## src/rtl/sac_pkg.sv

```systemverilog
package sac_pkg;

  typedef enum logic [1:0] {
    RK_ACK         = 2'd0,
    RK_ACK_SHARED  = 2'd1,
    RK_DATA_SHARED = 2'd2,
    RK_DATA_EXCL   = 2'd3
  } rsp_kind_t;

  function automatic logic kind_marks_sharer(rsp_kind_t k);
    return (k == RK_ACK_SHARED) || (k == RK_DATA_SHARED);
  endfunction

  function automatic logic kind_has_data(rsp_kind_t k);
    return (k == RK_DATA_SHARED) || (k == RK_DATA_EXCL);
  endfunction

endpackage

```

## src/rtl/sac_rsp_decode.sv

```systemverilog
module sac_rsp_decode
  import sac_pkg::*;
#(
  parameter int ACK_W = 2
) (
  input  logic             accept,
  input  logic             window_open,
  input  logic [1:0]       kind,
  input  logic [ACK_W-1:0] acks,
  output logic             take,
  output logic             mark_sharer,
  output logic             mark_data,
  output logic             bad_ack,
  output logic             stray
);

  rsp_kind_t kind_e;
  logic      acks_zero;

  always_comb begin
    kind_e      = rsp_kind_t'(kind);
    acks_zero   = (acks == '0);
    stray       = accept & ~window_open;
    bad_ack     = accept & window_open & acks_zero;
    take        = accept & window_open & ~acks_zero;
    mark_sharer = take & kind_marks_sharer(kind_e);
    mark_data   = take & kind_has_data(kind_e);
  end

endmodule

```

## src/rtl/sac_pend_count.sv

```systemverilog
module sac_pend_count #(
  parameter int NUM_CACHES = 4,
  parameter int CNT_W      = $clog2(NUM_CACHES + 1)
) (
  input  logic             clk,
  input  logic             rst_n,
  input  logic             load,
  input  logic             dec,
  output logic [CNT_W-1:0] cnt_q,
  output logic [CNT_W-1:0] cnt_nxt,
  output logic             is_zero
);

  localparam logic [CNT_W-1:0] LOAD_VAL = CNT_W'(NUM_CACHES);
  localparam logic [CNT_W-1:0] ONE      = CNT_W'(1);

  always_comb begin
    if (load)      cnt_nxt = LOAD_VAL;
    else if (dec)  cnt_nxt = cnt_q - ONE;
    else           cnt_nxt = cnt_q;
    is_zero = (cnt_q == '0);
  end

  always_ff @(posedge clk) begin
    if (!rst_n) cnt_q <= '0;
    else        cnt_q <= cnt_nxt;
  end

endmodule

```

## src/rtl/sac_resp_flags.sv

```systemverilog
module sac_resp_flags #(
  parameter int DATA_W = 32
) (
  input  logic              clk,
  input  logic              rst_n,
  input  logic              clear,
  input  logic              mark_sharer,
  input  logic              mark_data,
  input  logic [DATA_W-1:0] data_in,
  output logic              sharer_q,
  output logic              sharer_nxt,
  output logic              dirty_q,
  output logic [DATA_W-1:0] data_q
);

  always_comb begin
    sharer_nxt = clear ? 1'b0 : (sharer_q | mark_sharer);
  end

  always_ff @(posedge clk) begin
    if (!rst_n) begin
      sharer_q <= 1'b0;
      dirty_q  <= 1'b0;
      data_q   <= '0;
    end else begin
      sharer_q <= sharer_nxt;
      if (clear) begin
        dirty_q <= 1'b0;
        data_q  <= '0;
      end else if (mark_data) begin
        dirty_q <= 1'b1;
        data_q  <= data_in;
      end
    end
  end

endmodule

```

## src/rtl/snoop_ack_collector.sv

```systemverilog
module snoop_ack_collector #(
  parameter int NUM_CACHES = 4,
  parameter int DATA_W     = 32,
  parameter int ACK_W      = 2
) (
  input  logic              clk,
  input  logic              rst_n,
  input  logic              start,
  input  logic              start_mem_wait,
  input  logic              mem_done,
  input  logic              rsp_valid,
  output logic              rsp_ready,
  input  logic [1:0]        rsp_kind,
  input  logic [ACK_W-1:0]  rsp_acks,
  input  logic [DATA_W-1:0] rsp_data,
  output logic              busy,
  output logic              trig_valid,
  output logic              trig_sharers,
  output logic              sharer_seen,
  output logic              cache_dirty,
  output logic [DATA_W-1:0] captured_data,
  output logic              err_zero_ack,
  output logic              err_stray
);

  localparam int CNT_W = $clog2(NUM_CACHES + 1);

  logic             busy_q, wait_q, trig_q, trig_sh_q;
  logic             err_zero_q, err_stray_q, ready_q;
  logic             mem_wait;
  logic [CNT_W-1:0] pend_cnt, cnt_nxt;
  logic             cnt_zero;
  logic             accept, window_open;
  logic             take, mark_sharer, mark_data, bad_ack, stray;
  logic             sharer_nxt;
  logic             wait_nxt, complete;

  assign accept      = rsp_valid & ready_q;
  assign window_open = busy_q & ~start & ~cnt_zero;
  assign mem_wait    = wait_q;

  sac_rsp_decode #(.ACK_W(ACK_W)) u_decode (
    .accept      (accept),
    .window_open (window_open),
    .kind        (rsp_kind),
    .acks        (rsp_acks),
    .take        (take),
    .mark_sharer (mark_sharer),
    .mark_data   (mark_data),
    .bad_ack     (bad_ack),
    .stray       (stray)
  );

  sac_pend_count #(.NUM_CACHES(NUM_CACHES), .CNT_W(CNT_W)) u_count (
    .clk     (clk),
    .rst_n   (rst_n),
    .load    (start),
    .dec     (take),
    .cnt_q   (pend_cnt),
    .cnt_nxt (cnt_nxt),
    .is_zero (cnt_zero)
  );

  sac_resp_flags #(.DATA_W(DATA_W)) u_flags (
    .clk         (clk),
    .rst_n       (rst_n),
    .clear       (start),
    .mark_sharer (mark_sharer),
    .mark_data   (mark_data),
    .data_in     (rsp_data),
    .sharer_q    (sharer_seen),
    .sharer_nxt  (sharer_nxt),
    .dirty_q     (cache_dirty),
    .data_q      (captured_data)
  );

  always_comb begin
    wait_nxt = start ? start_mem_wait : (wait_q & ~mem_done);
    complete = busy_q & ~start & (cnt_nxt == '0) & ~wait_nxt;
  end

  always_ff @(posedge clk) begin
    if (!rst_n) begin
      busy_q      <= 1'b0;
      wait_q      <= 1'b0;
      trig_q      <= 1'b0;
      trig_sh_q   <= 1'b0;
      err_zero_q  <= 1'b0;
      err_stray_q <= 1'b0;
      ready_q     <= 1'b0;
    end else begin
      ready_q     <= 1'b1;
      wait_q      <= wait_nxt;
      err_zero_q  <= bad_ack;
      err_stray_q <= stray;
      trig_q      <= complete;
      if (complete) trig_sh_q <= sharer_nxt;
      if (start)         busy_q <= 1'b1;
      else if (complete) busy_q <= 1'b0;
    end
  end

  assign rsp_ready    = ready_q;
  assign busy         = busy_q;
  assign trig_valid   = trig_q;
  assign trig_sharers = trig_sh_q;
  assign err_zero_ack = err_zero_q;
  assign err_stray    = err_stray_q;

endmodule

```

## config.mk

```make
export PLATFORM = sky130hd
export DESIGN_NAME = snoop_ack_collector
export DESIGN_NICKNAME = d
export VERILOG_FILES = /design/src/rtl/sac_pkg.sv /design/src/rtl/sac_rsp_decode.sv /design/src/rtl/sac_pend_count.sv /design/src/rtl/sac_resp_flags.sv /design/src/rtl/snoop_ack_collector.sv
export SDC_FILE = /design/constraint.sdc
export NUM_CORES = 1
export LEC_CHECK = 0
export ABC_AREA = 1
export CAP_MARGIN = 20
export CORE_ASPECT_RATIO = 1.4
export CORE_UTILIZATION = 41
export DETAILED_ROUTE_END_ITERATION = 7
export PLACE_DENSITY = 0.79
export RECOVER_POWER = 25
export SYNTH_ARGS = -nofsm -noshare
export SYNTH_HDL_FRONTEND = slang
export SYNTH_HIERARCHICAL = 1
export SYNTH_SLANG_ARGS = --single-unit
export TNS_END_PERCENT = 5
```

## constraint.sdc

```tcl
create_clock -name clk -period 2.3 [get_ports clk]
set_input_delay 0.46 -clock clk [delete_from_list [all_inputs] [get_ports clk]]
set_output_delay 0.46 -clock clk [all_outputs]
set_load 0.02 [all_outputs]
```

## Yosys cells after proc, flatten, opt, wreduce, memory -nomap -nowiden

Index checks and enable logic that the tools add are counted.

| word-level totals | value |
|---|---|
| register bits | 44 |
| input bits | 42 |
| output and inout bits | 40 |

| cells by class | value |
|---|---|
| $add $sub $neg | 1 |
| equal/unequal tests | 3 |
| mux-type cells | 7 |
| bitwise operators | 20 |
| reduce and logical (&&, ||, !) cells | 7 |

Operator list:

| kind | count |
|---|---|
| $and 1x1->1 | 12 |
| $not 1->1 | 7 |
| $logic_not 3->1 | 2 |
| $mux 3 | 2 |
| $mux 1 | 5 |
| $eq 2x2->1 const B | 2 |
| $sub 3x1->3 const B | 1 |
| $eq 2x1->1 const B | 1 |
| $logic_not 2->1 | 1 |
| $logic_or 1x1->1 | 2 |
| $reduce_bool 2->1 | 1 |
| $reduce_or 2->1 | 1 |
| $or 1x1->1 | 1 |

## Longest topological paths before layout

Gate-level depths: netlist (run 1).

| depth | value |
|---|---|
| word-level depth | 12 |
| depth in mapped cells | 18 |

## Modules after synthesis

Netlist (run 1), hierarchy kept.

By module, submodules not included:

| module | instances | cells an instance | area each (um^2) |
|---|---|---|---|
| sac_resp_flags | 1 | 149 | 1313.8 |
| snoop_ack_collector | 1 | 37 | 261.5 |
| sac_pend_count | 1 | 27 | 176.4 |
| sac_rsp_decode | 1 | 16 | 80.1 |

## Least setup slack after synthesis (run 1)

No wires, ideal clock.

| timing | value |
|---|---|
| path type | reg2reg |
| start point | register u_count.cnt_q[0] |
| end point | register trig_sh_q (netlist: trig_sharers) |
| library setup time | 113 ps |
| arrival | 1733 ps |
| data required time | 2187 ps |
| setup slack | 455 ps |
| stages on the path, launching flop included | 18 |
| path buffers | 0 |
| period minus slack after synthesis | 1845 ps |
| path through | dfxtp_1 > inv_1 > ha_1 > ha_1 > nor2_1 > nand2_1 > inv_2 > nand2_2 > inv_1 > nand2_1 > nand2_1 > nor2_1 > nor2_1 > nand2_1 > nor2_2 > nand2_2 > nor2_1 > nor2_1 |

| between the ends | value |
|---|---|
| cells in the longest elaborated chain, start to end | 10 |

Ends and longest elaborated chain:

| what | RTL line | text |
|---|---|---|
| start, declared | sac_pend_count.sv:9 | `output logic [CNT_W-1:0] cnt_q,` |
| start signal, assigned | sac_pend_count.sv:26 | `else cnt_q <= cnt_nxt;` |
| $logic_not 3->1 | sac_pend_count.sv:21 | `is_zero = (cnt_q == '0);` |
| via cnt_zero | snoop_ack_collector.sv:32 | `logic cnt_zero;` |
| $not 1->1 | snoop_ack_collector.sv:39 | `assign window_open = busy_q & ~start & ~cnt_zero;` |
| $and 1x1->1 | snoop_ack_collector.sv:39 |  |
| via window_open | snoop_ack_collector.sv:33 | `logic accept, window_open;` |
| $and 1x1->1 (2 in a row) | sac_rsp_decode.sv:25 | `take = accept & window_open & ~acks_zero;` |
| via take | snoop_ack_collector.sv:34 | `logic take, mark_sharer, mark_data, bad_ack, stray;` |
| $mux 3 | sac_pend_count.sv:19 | `else if (dec) cnt_nxt = cnt_q - ONE;` |
| $mux 3 | sac_pend_count.sv:18 | `if (load) cnt_nxt = LOAD_VAL;` |
| via cnt_nxt[1] | snoop_ack_collector.sv:31 | `logic [CNT_W-1:0] pend_cnt, cnt_nxt;` |
| $logic_not 3->1 | snoop_ack_collector.sv:79 | `complete = busy_q & ~start & (cnt_nxt == '0) & ~wait_nxt;` |
| $and 1x1->1 (2 in a row) | snoop_ack_collector.sv:79 |  |
| end signal, assigned | snoop_ack_collector.sv:97 | `if (complete) trig_sh_q <= sharer_nxt;` |
| end, declared | snoop_ack_collector.sv:28 | `logic busy_q, wait_q, trig_q, trig_sh_q;` |

The timed path passes the listed nets, and every way through them passes these cells.
A chain may end at the register's enable or synchronous reset.

## Final worst setup path (run 1)

Ends and elaborated chain as after synthesis.

==> results by group, run 1 <==
Worst setup path
  • CP Max Fanout: 6
  • Worst Path Required: 2.54 ns
  • CP Launch Type: flop
  • Kind of critical path: flop to flop
  • Worst reg-to-reg path cell count: 18
  • Critical R2R Capture: trig_sharers
  • Crit. End Element: flop
  • FF-to-FF Start: u_count/cnt_q[0]
  • Critical Path AT: 2.30 ns
  • Worst reg-to-reg setup slack: 0.24 ns
  • Worst Setup SP: u_count/cnt_q[0]
  • Crit path capture: trig_sharers

STA
  • Setup TNS: 0 ns
  • Slew @ Worst Pin: 0.6017 ns
  • Final period util: 89.69%
  • Final hold slack: 0.4567 ns
  • Final Max Slew Viols: 0
  • Worst setup slack after layout: 0.2371 ns
  • RSZ-0062 raised after global routing: no
  • Slew HR: 59.89%
  • Minimum clock period: 2.063 ns
  • Fmax: 484.7 MHz
  • Layout Skew: 0.007931 ns
  • Hold Violations, Final: 0
  • Setup violators final: 0

Clock tree
  • Sink Count: 44
  • Clock Pin Slew Worst Setup and Hold Paths: 0.08 ns
  • # Post-CTS Setup Buffers: 0
  • # hold bufs at CTS: 0
  • Total CTS buffers: 5
  • H-tree depth: 2
  • PostCTS Resize Cnt: 0
  • CTS root buffer: clkbuf_8
  • CTS Buffer Depth: 2
  • CTS tree: yes
  • Insertion delay to the later sink of the worst-skew pair: 0.30 ns

Floorplanning
  • Die X: 58.49 um
  • Total die area: 0.004743 mm^2
  • Die Y: 81.09 um
  • Top Ports: 82
  • Initial core utilization: 43.21%
  • Core area: 0.004239 mm^2
  • FP Rows: 28

Yosys
  • Synth cell count leaders: 74 x nand2_1, 44 x dfxtp_1, 23 x inv_1
  • Post-synth EDFFs: 0
  • Synth async-reset ratio: 0%
  • Synth Instances: 229
  • Synth Net Count: 275
  • Number of synthesized register bits: 44
  • Sequential fraction of the synthesis area: 48.09%
  • Most common cell in the netlist: nand2_1
  • Synth top area share: 48.09%
  • Top FF cell, synth: dfxtp_1
  • Synth area leaders: dfxtp_1 48%, nand2_1 15%, a21oi_2 6.2%
  • Synth warn: 6
  • Mapped Area: 0.001832 mm^2
  • Post-synth top area cell: dfxtp_1
  • Synth unique cells: 18
  • Syn Area/Cell: 7.999 um^2

Route
  • WL/cell: 11.01 um
  • Count of TritonRoute iterations in the first routing pass: 4
  • Via count: 1,675
  • Initial DRC Count: 52
  • WL final: 4.097 mm
  • Vias per inst: 4.503
  • Post-route DRC: 0
  • ANT nets after route: 0

Final layout
  • Final Core Density: 65.32%
  • Share of cells above drive strength 1: 14.74%
  • Nets@finish: 357
  • Diode count: 0
  • Finished Layout Cells: 372
  • Area Growth Syn to Fin: 51.16%

Place
  • DP Cell Count: 364
  • Post-Place Worst Slack: 0.005884 ns
  • Post-DP HPWL: 2.931 mm
  • Port Buffers: 81
  • Routability Congestion: 0.8019

Global routing
  • Largest net degree at the start of global routing: 33
  • GRT Resource Usage Total: 17.96%
  • GRT overflow: 0
  • First-pass GRT wire length: 6.513 mm
  • Initial antenna violation count: 0
  • Vias in the first global route: 1,550

Status
  • Status: finished, final reports clean

Power
  • PwrDens: 547.4 mW/mm^2
  • Maximum vdd drop: 0.0004717 V
  • P_leak: 1.082 nW

Run
  • Max_cap viols: 0

Worst hold path
  • Hold WC Path Type: flop to flop
==> per-layer routing <==
metal,vias to the layer above,global-route usage [%],wire (um)
met2,53,32.30,2113
met5,-,0,0
li1,862,-,-
met4,0,9.286,105
met1,749,18.61,1617
met3,11,5.255,261
==> report_power, final <==
| group | leakage, nW | total (mW) | switching, mW | internal, mW |
|---|---|---|---|---|
| combinational | 0.665 | 0.135 | 0.0540 | 0.0805 |
| sequential | 0.356 | 0.771 | 0.00348 | 0.768 |
| clock | 0.0614 | 0.610 | 0.255 | 0.355 |
| total | 1.08 | 1.52 | 0.312 | 1.20 |
==> state kept, by name (all words and copies together), names as in the netlist <==
register / flops
err_zero_ack: 1
u_flags/sharer_q: 1
trig_valid: 1
u_count/cnt_q: 3
err_stray: 1
u_flags/dirty_q: 1
trig_sharers: 1
u_flags/data_q: 32
busy: 1
mem_wait: 1
rsp_ready: 1
==> critical path, cell delays in order, from the launching register on <==
cell	delay [ns]
dfxtp_1	0.36
inv_1	0.05
ha_1	0.19
ha_1	0.18
nor2_1	0.13
nand2_1	0.09
inv_2	0.05
nand2_2	0.06
inv_1	0.16
nand2_1	0.08
nand2_1	0.09
nor2_1	0.05
nor2_1	0.09
nand2_1	0.06
nor2_2	0.09
nand2_2	0.07
nand2_1	0.06
nand2_1	0.05
nor2_1	0.08
==> through the flow <==
stage	power [mW]	instance area, um^2
2_1_floorplan	0.8349	1832
3_3_place_gp	0.9251	2650
3_5_place_dp	0.9253	2650
4_1_cts	1.539	2771
5_1_grt	1.584	2769
6_report	1.516	2769
==> placed cells by master, fill, tap and decap left out, drive strengths merged, types with 3 or more instances in the layout <==
cell	instances
dfxtp	44
buf	3
a21oi	35
clkbuf	7
inv	27
ha	4
clkdlybuf4s50	64
nand2	88
nor2	18
dlygate4sd3	17
==> layout make-up <==
cell class	instances	area, um^2
fillers	382	1470
flip-flops and latches	44	880.8
repair buffers	85	850.8
multi-input cells	148	732.0
inverters	27	108.9
clock buffers	6	82.58
well taps	60	75.07
clock inverters	2	38.79
==> cells by family after synthesis <==
logic type      count (synthesis)  share of synthesized area, %
flops                          44                         48.09
fa+ha+maj                       4                         2.732
compound gates                 35                         12.23
simple gates                  109                         24.86
buf+inv                        37                         12.09
==> how the worst min path moves through the flow <==
stage	from	to	cells past startpoint
final	u_flags/data_q[22]	u_flags/data_q[22]	2
after global routing	u_flags/data_q[7]	u_flags/data_q[7]	2
after CTS	u_flags/data_q[24]	u_flags/data_q[24]	2
after detailed placement	u_flags/data_q[24]	u_flags/data_q[24]	2
after global placement	u_flags/data_q[25]	u_flags/data_q[25]	2
after floorplan	rst_n	rsp_ready	0
(Power assumes the default switching activity.)
==> inputs of run 2 (changes only) <==
Settings changed: TNS_END_PERCENT 5 to 50.
==> results of run 2 <==
Same layout as run 1: the final DEF is identical, and so are final timing and power.
==> inputs of run 3 (changes only) <==
Settings changed: GPL_TIMING_DRIVEN set to 0.
==> run 3 against run 2 <==
Via count shrank 0.84%; critical endpoint unchanged; total power is 8.3% lower; clock power fell by 20%; critical path type unchanged.
==> results by group, run 3 (same netlist as run 1, synthesis figures left out) <==
STA
  • Final hold slack: 0.4551 ns
  • Final period util: 86.75%
  • Minimum clock period: 1.995 ns
  • Fmax: 501.2 MHz
  • Setup violators final: 0
  • Hold Violations, Final: 0
  • Layout Skew: 0.005204 ns
  • Slew @ Worst Pin: 0.2857 ns
  • Final Max Slew Viols: 0
  • RSZ-0062 raised after global routing: no
  • Slew HR: 80.89%

Final layout
  • Finished Layout Cells: 378
  • Max reg flops: 32
  • Nets@finish: 363
  • Share of cells above drive strength 1: 15.41%
  • Area Growth Syn to Fin: 53.42%
  • Register with the most flip-flops: u_flags/data_q
  • Commonest non-fill, non-tap cell in the layout: nand2_1
  • Regs by FF count: u_flags/data_q (32), u_count/cnt_q (3)
  • Fin area: 0.002810 mm^2
  • Layout fillers: 397
  • Register area: 880.8 um^2
  • Diode count: 0
  • Multi-input logic area: 729.5 um^2
  • Most frequent cells in the layout: 74 x nand2_1, 65 x clkdlybuf4s50_1, 44 x dfxtp_1

Worst setup path
  • CP max stage delay: 0.36 ns
  • Critical Path AT: 2.18 ns
  • Crit. End Element: flop
  • CP Launch Type: flop
  • Worst Path Required: 2.49 ns
  • CP Max Fanout: 6
  • Slowest stage cell, crit path: dfxtp_1
  • Buf+Inv Stages, Crit Path: 3
  • Worst reg-to-reg path cell count: 17
  • Family with the most delay on the worst path: simple AND/OR/NAND/NOR gates
  • Worst Setup SP: u_count/cnt_q[0]
  • Kind of critical path: flop to flop
  • FF-to-FF Start: u_count/cnt_q[0]
  • Critical R2R Capture: trig_sharers
  • Worst reg-to-reg setup slack: 0.30 ns
  • CP Cell Sequence: inv_1, ha_1, ha_1, nor2_1, nand2_1, clkinv_1, nand2_2, inv_2, nand2_1, nand2_1, nor2_1, nor2_1, nand2_1, nor2_2, nand2_2, nor2_1, nor2_1
  • CP most frequent cell: nor2_1

Floorplanning
  • Initial core utilization: 43.21%
  • Total die area: 0.004743 mm^2
  • Die Y: 81.09 um
  • Top Ports: 82
  • FP Rows: 28
  • Core area: 0.004239 mm^2
  • Die X: 58.49 um

Clock tree
  • H-tree depth: 2
  • Total CTS buffers: 5
  • CTS root buffer: clkbuf_8
  • Insertion delay to the later sink of the worst-skew pair: 0.29 ns
  • Sink Count: 44
  • CTS Buffer Depth: 2
  • # hold bufs at CTS: 0
  • Clock Pin Slew Worst Setup and Hold Paths: 0.08 ns
  • CTS tree: yes

Power
  • P_leak: 1.100 nW
  • Maximum vdd drop: 0.0003838 V
  • PwrDens: 494.5 mW/mm^2
  • Tot Pwr: 1.390 mW

Worst hold path
  • Hold Path Depth: 2
  • Hold Path End: u_flags/data_q[30]
  • Hold WC Path Type: flop to flop
  • Min-delay src: u_flags/data_q[30]

Route
  • Initial DRC Count: 45
  • WL/cell: 10.58 um
  • Post-route DRC: 0
  • Count of TritonRoute iterations in the first routing pass: 4
  • ANT nets after route: 0
  • WL final: 3.999 mm
  • Vias per inst: 4.394
  • Via count: 1,661

Place
  • Routability Congestion: 0.7587
  • Port Buffers: 81
  • Post-DP HPWL: 3.050 mm
  • Placed inst area: 0.002718 mm^2
  • DP Cell Count: 370

Status
  • Status: finished, final reports clean

Global routing
  • Vias in the first global route: 1,536
  • First-pass GRT wire length: 6.465 mm
  • Initial antenna violation count: 0
  • GRT overflow: 0
  • GRT Resource Usage Total: 17.74%
  • Largest net degree at the start of global routing: 13

Run
  • Max_cap viols: 0
## run 3: cell types whose count changed in the layout (fill, tap and decap cells not counted), moves of 2 or more
cell and change:
buf_6 +4, buf_2 +2, buf_8 +2, clkbuf_1 +2, dlygate4sd3_1 -2
## run 3: cell type report
class	count	share of cell area, %
Buffer	10	4.007
Clock buffer	8	3.206
Inverter	27	3.874
Multi-Input combinational cell	148	25.96
Sequential cell	44	31.34
Tap cell	60	2.671
Timing Repair Buffer	81	28.94
## run 3: metrics by stage
stage / TNS [ns] / utilization (%) / setup WS (ns)
floorplan: 0 / - / 0.4545
global placement: -0.1902 / 64.11 / -0.1036
CTS: 0 / 66.23 / 0.1868
detailed placement: -0.2074 / 64.11 / -0.1192
finish: 0 / 66.29 / 0.3047
global route: 0 / 66.29 / 0.009538
## run 3: how the worst max path moves through the flow
stage / endpoint / slack (ns) / cells past startpoint
2_1_floorplan: trig_sharers / 0.45 / 17
4_1_cts: trig_sharers / 0.19 / 18
3_5_place_dp: trig_sharers / -0.12 / 17
3_3_place_gp: trig_sharers / -0.10 / 17
6_report: trig_sharers / 0.30 / 17
5_1_grt: trig_sharers / 0.01 / 18
## run 3: power breakdown
part / internal [mW] / switching [mW]
combinational: 0.0816 / 0.0524
sequential: 0.768 / 0.00319
clock: 0.245 / 0.240
total: 1.09 / 0.295
## run 3: worst reg2reg max path, stage by stage, from the launching register on
cell      delay, ns
dfxtp_1        0.36
inv_1          0.06
ha_1           0.21
ha_1           0.18
nor2_1         0.13
nand2_1        0.09
clkinv_1       0.06
nand2_2        0.06
inv_2          0.10
nand2_1        0.06
nand2_1        0.08
nor2_1         0.04
nor2_1         0.09
nand2_1        0.06
nor2_2         0.09
nand2_2        0.08
nor2_1         0.10
nor2_1         0.05
## run 3: metal layers
layer	routed length [um]	global-route usage [%]	share of wire [%]
met4	43	7.143	1.1
met3	221	3.503	5.5
met1	1595	19.45	40
met5	0	0	0
met2	2138	32.87	53
## run 3: what timing repair did
| item | in CTS | in global routing |
|---|---|---|
| endpoints found under the setup margin | 0 | 2 |
| setup buffers | 0 | 0 |
| gates resized for setup | 0 | 2 |
